**src/rtl/stepper_phase_gen.sv**
```systemverilog
module stepper_phase_gen #(
  parameter int NCOIL = 4
) (
  input  logic             clk,
  input  logic             rst_n,
  input  logic             step_i,
  input  logic             dir_i,
  input  logic [1:0]       mode_i,
  input  logic             hold_i,
  input  logic             run_i,
  output logic [NCOIL-1:0] coil_o,
  output logic             ref_step_o
);
  localparam int NPOS = 2 * NCOIL;
  localparam int IW   = $clog2(NPOS);
  localparam int BW   = IW - 1;
  localparam logic [IW-1:0] CCW_REF = IW'(NPOS - 2);

  logic [IW-1:0]    pos_q, pos_n, pos_step;
  logic [IW-1:0]    delta;
  logic [BW-1:0]    base, nxt;
  logic             started_q;
  logic [NCOIL-1:0] pat;

  function automatic logic [IW-1:0] snap(input logic [IW-1:0] p, input logic [1:0] m);
    case (m)
      2'd1:    snap = {p[IW-1:1], 1'b1};
      2'd2:    snap = p;
      default: snap = {p[IW-1:1], 1'b0};
    endcase
  endfunction

  assign pos_n    = snap(pos_q, mode_i);
  assign delta    = (mode_i == 2'd2) ? IW'(1) : IW'(2);
  assign pos_step = dir_i ? pos_n + delta : pos_n - delta;
  assign base     = pos_n[IW-1:1];
  assign nxt      = base + BW'(1);

  always_comb begin
    for (int i = 0; i < NCOIL; i++)
      pat[i] = (BW'(i) == base) || (pos_n[0] && (BW'(i) == nxt));
  end

  assign coil_o = (started_q && (run_i || hold_i)) ? pat : '0;

  always_ff @(posedge clk) begin
    if (!rst_n) begin
      pos_q      <= '0;
      started_q  <= 1'b0;
      ref_step_o <= 1'b0;
    end else begin
      ref_step_o <= 1'b0;
      if (run_i && step_i) begin
        if (!started_q) begin
          started_q  <= 1'b1;
          ref_step_o <= 1'b1;
          pos_q      <= snap(dir_i ? '0 : CCW_REF, mode_i);
        end else begin
          pos_q <= pos_step;
        end
      end else begin
        pos_q <= pos_n;
      end
    end
  end
endmodule

```
**config.mk**
```make
export PLATFORM = sky130hd
export DESIGN_NAME = stepper_phase_gen
export DESIGN_NICKNAME = d
export VERILOG_FILES = /design/src/rtl/stepper_phase_gen.sv
export SDC_FILE = /design/constraint.sdc
export NUM_CORES = 1
export LEC_CHECK = 0
export BUFFER_PORTS_ARGS = -buffer_cell sky130_fd_sc_hd__clkbuf_2
export CAP_MARGIN = 0
export CORE_AREA = 2 2 39 41
export DETAILED_ROUTE_END_ITERATION = 7
export DIE_AREA = 0 0 41 43
export MAX_ROUTING_LAYER = met4
export PLACE_DENSITY_LB_ADDON = 0.05
export SLEW_MARGIN = 10
export SYNTH_ARGS = -nofsm -noshare
export SYNTH_HDL_FRONTEND = slang
export SYNTH_SLANG_ARGS = --single-unit
```
**constraint.sdc**
```tcl
create_clock -name clk -period 1.7 [get_ports clk]
set_input_delay 0 -clock clk [delete_from_list [all_inputs] [get_ports clk]]
set_output_delay 0 -clock clk [all_outputs]
set_load 0.01 [all_outputs]
```
* Word-level counts from Yosys, hierarchy flattened *
Cells that the tools add are included.

operators by class
  equality and inequality tests = 8
  shifts and indexed selects = 0
  div/mod/pow operators = 0
  add/subtract/negate cells = 3
  order comparisons = 0
  multipliers = 0
  multiplexer cells = 9
  reduce and logical (&&, ||, !) cells = 14
  bitwise operators = 0

operator list
  kind                 count
  $mux 3               4
  $eq 2x2->1 const A   4
  $logic_and 1x1->1    6
  $logic_or 1x1->1     5
  $eq 1x2->1 const A   2
  $logic_not 2->1      2
  $mux 4               1
  $pmux 1 s2           2
  $add 3x2->3          1
  $sub 3x2->3          1
  $add 2x1->2 const B  1
  $eq 2x1->1 const B   1
  $eq 2x2->1 const B   1
  $mux 2               1
  $reduce_and 2->1     1
  $mux 1               1

word-level totals
  RAM bits = 0
  register bits = 5
  output and inout bits = 5
  latch bits = 0
  input port bits = 8
  word-level logic and storage cells = 37
  ROM bits = 0
  memories = 0

* Depth between registers and ports, before layout *
  depth after elaboration = 6
  mapped depth = 10
  gate-level depth less buffers = 10

* Worst setup path before layout *
No wires, ideal clock.

  path kind = flip-flop to flip-flop
  from = register pos_q[0]
  to = register pos_q[2]
  path slack = 113 ps
  required time = 1580 ps
  clock period less this slack = 1587 ps
  data arrival time = 1468 ps
  path buffers = 0
  library setup time = 120 ps
  stages on the path, launching flop included = 9
  cell sequence = dfxtp_1 -> a21oi_1 -> nor2_1 -> ha_1 -> inv_1 -> fa_1 -> nand2b_1 -> a211oi_1 -> o31a_1

on the way
  longest elaborated chain between the ends = 5
  elaborated cells between the ends (all ways) = 6
  classes of those cells = add/sub: 2; mux: 4

RTL lines
  element                                     RTL line  source
  start, declared                             19        logic [IW-1:0] pos_q, pos_n, pos_step;
  start signal, assigned                      57        pos_q <= snap(dir_i ? '0 : CCW_REF, mode_i);
  start signal, assigned                      59        pos_q <= pos_step;
  start signal, assigned                      62        pos_q <= pos_n;
  $pmux 1 s2 *                                26        case (m)
  $sub 3x2->3 or $add 3x2->3 (tied branches)  35        assign pos_step = dir_i ? pos_n + delta : pos_n - delta;
  $mux 3 *                                    35
  $mux 3 *                                    54        if (!started_q) begin
  $mux 3 *                                    53        if (run_i && step_i) begin

Every way passes the cells marked *; elsewhere a longest branch is shown, timed or not.
A chain may end at the register's enable or synchronous reset.

* Worst setup path in the final report *
Same ends and word-level chain as after synthesis.

==> out/qor.yml <==
run_status:
  status: "completed"
sta:
  finalSetupViolations: 0
  timing.slew.headroom_pct: 80.9
  min_period_ns: 1.61
  hold_viol: 0
  max_freq_mhz: 620
  fin_crit_sh_pct: 94.8
  grt_setup_unrepaired: "no"
  maxSlewViolCount: 0
  finalWorstSetupSlack_ns: 0.0883
  whs_ns: 0.0275
  worst_pin_slew_ns: 0.287
  clock_skew_ns: 0.00619
global_route:
  grt_pass1_vias: 358
  grt_usage_pct: 12.4
  grt_overflow: 0
  grt_max_degree: 11
  grt_pass1_wl_um: 1450
  antenna_found_initial: 0
power_and_ir_drop:
  clkPwrFrac_pct: 39.5
  p_comb_share_pct: 22.8
  p_per_area_nw_per_um2: 667
  vdd_ir_drop_max_mv: 0.299
  swShare_pct: 28.4
  p_int_mw: 0.254
  switchingPower_mw: 0.101
  power.leakage_nw: 0.248
  p_seq_share_pct: 37.6
cells_and_area:
  final_nets: 83
  regArea_um2: 100
  multi_input_area_um2: 278
  drive_gt1_share_pct: 31.4
  diodes: 0
  syn2layout_area_growth_pct: 34.0
  nFillCells: 156
die:
  io_pins: 13
  placementRows: 14
  die_area_um2: 1760
  die_w_um: 41
  coreArea_um2: 1380
  initial_core_util_pct: 28.8
  die-height_um: 43
synthesis:
  async_reset_ff_share_pct: 0
  yosysWarnings: 0
  synth_compound_gate_area_share_pct: 20.1
  synthCells: 52
  synthTopCellsByCount: "5 x a21oi_1, 5 x dfxtp_1, 5 x nand2_1, 4 x inv_1, 4 x nor2_1"
  synth_ff_type: "dfxtp_1"
  synthMuxAreaShare_pct: 5.03
  synthAdderAreaFrac_pct: 14.5
  netlist.area_leader.share_pct: 25.2
  synth_top_area_cell: "dfxtp_1"
  synthTopCellsByArea: "dfxtp_1 25%, ha_1 9.4%, a21oi_1 6.3%, fa_1 5.0%, mux2i_1 5.0%"
  synth_xor_area_share_pct: 0
  synth_cell_types: 27
  synth_edf_count: 0
  synth-seq-area-share_pct: 25.2
  synth_area_per_cell_um2: 7.65
  synth_seq_cells: 5
  synth-simple-area-share_pct: 28.6
  syn_area_um2: 398
  synthesis.nets: 64
  synth_top_family_by_area: "simple AND/OR/NAND/NOR gates"
routing:
  viasPerCell: 4.72
  num_vias: 406
  first_iter_violations: 0
  ant_nets: 0
  wl_per_cell_um: 10.3
  drt_pass1_iterations: 1
  drc: 0
  wl_um: 888
cts:
  cts_hold_buf: 0
  cts_made_buffers: 3
  cts-htree-levels: 1
  cts_sinks: 5
  cts_root_buffer: "clkbuf_4"
  cts_max_path_buffers: 2
  post_cts_buffers: 0
  clk_latency_ns: 0.24
  cts.clk_slew.worst_paths_ns: 0.05
  tritoncts: "built"
setup_path:
  crit_path_start_kind: "register"
  worstPathCellList: "a21oi_2, nor2_1, ha_1, inv_1, fa_2, nand2b_1, a211oi_1, o31a_1"
  crit_fanout: 4
  cp.required_ns: 1.83
  endpoint_kind: "register"
  cp_data_arrival_time_ns: 1.74
  slowest_delay_ns: 0.36
  cp_slowest_cell: "fa_2"
  rr_worst_depth: 8
  critPathKind: "reg -> reg"
flow_run:
  max_cap_viol_count: 0
placement:
  place_ws_ns: -0.0136
  post-dp-hpwl_um: 683
  portBuffers: 12
  place_congestion: 0.710
min_path:
  hold_depth: 2
  hold_path.class: "in -> reg"
[final timing paths]
kind,end,slack (ns),start
worst max-delay path,pos_q[2],0.09,pos_q[0]
worst min-delay path,pos_q[2],0.03,rst_n
worst max register to register,pos_q[2],0.09,pos_q[0]
worst min register to register,pos_q[1],0.50,pos_q[1]
[layout by cell type (no fill, tap or decap), types with 2 or more instances in the layout]
master	count
dfxtp_1	5
nand2_1	5
a21oi_1	4
ha_1	3
inv_1	4
and2_1	2
nor3b_1	2
clkbuf_4	3
nand3_1	2
buf_4	4
mux2i_1	2
clkbuf_2	12
nor2_1	4
[power groups by stage]
stage               logic, mW  registers [mW]  clock network, mW
floorplan              0.0517           0.130                  0
global placement       0.0809           0.136                  0
detailed placement     0.0796           0.136                  0
CTS                    0.0805           0.133              0.146
global route           0.0915           0.135              0.155
finish                 0.0812           0.134              0.140
[per-stage QoR]
| stage | TNS [ns] | util [%] | instance area, um^2 | total power, mW | cells |
|---|---|---|---|---|---|
| floorplan | 0 | - | 398 | 0.181 | 52 |
| global placement | -0.0300 | 36.2 | 500 | 0.217 | 82 |
| detailed placement | -0.0136 | 36.2 | 500 | 0.215 | 82 |
| CTS | 0 | 38.1 | 527 | 0.360 | 86 |
| global route | 0 | 38.5 | 533 | 0.382 | 86 |
| finish | 0 | 38.5 | 533 | 0.355 | 86 |
[final cells by class]
type | count | share of cell area (%)
repair buffers | 16 | 16.9
flip-flops and latches | 5 | 18.8
clock buffers | 4 | 4.93
well taps | 16 | 3.76
multi-input cells | 40 | 52.1
inverters | 5 | 3.52
[registers in the layout, summed over array words and instances (netlist names)]
signal and cells:
pos_q 3, ref_step_o 1, started_q 1
[repair_timing]
action | in CTS | in global routing
gates resized for setup | 0 | 2
endpoints found under the hold margin | 0 | 0
setup endpoints to repair | 0 | 1
[critical path: cells and delay by family, from the launching register on]
family	cells	cell delay (ns)
fa+ha+maj	2	0.50
flops	1	0.34
simple gates	2	0.18
buf+inv	1	0.05
compound gates	3	0.43
[logic make-up after synthesis]
family	Yosys count
buf+inv	7
simple gates	21
flops	5
mux	2
compound gates	13
fa+ha+maj	4
[routing by layer]
| metal | up-vias | wire length (um) | global-route usage, % |
|---|---|---|---|
| met2 | 10 | 385 | 17.2 |
| li1 | 218 | - | - |
| met4 | 0 | 5 | 8.00 |
| met3 | 2 | 40 | 1.57 |
| met1 | 176 | 456 | 16.3 |
| met5 | - | 0 | - |
(Power assumes the default switching activity.)
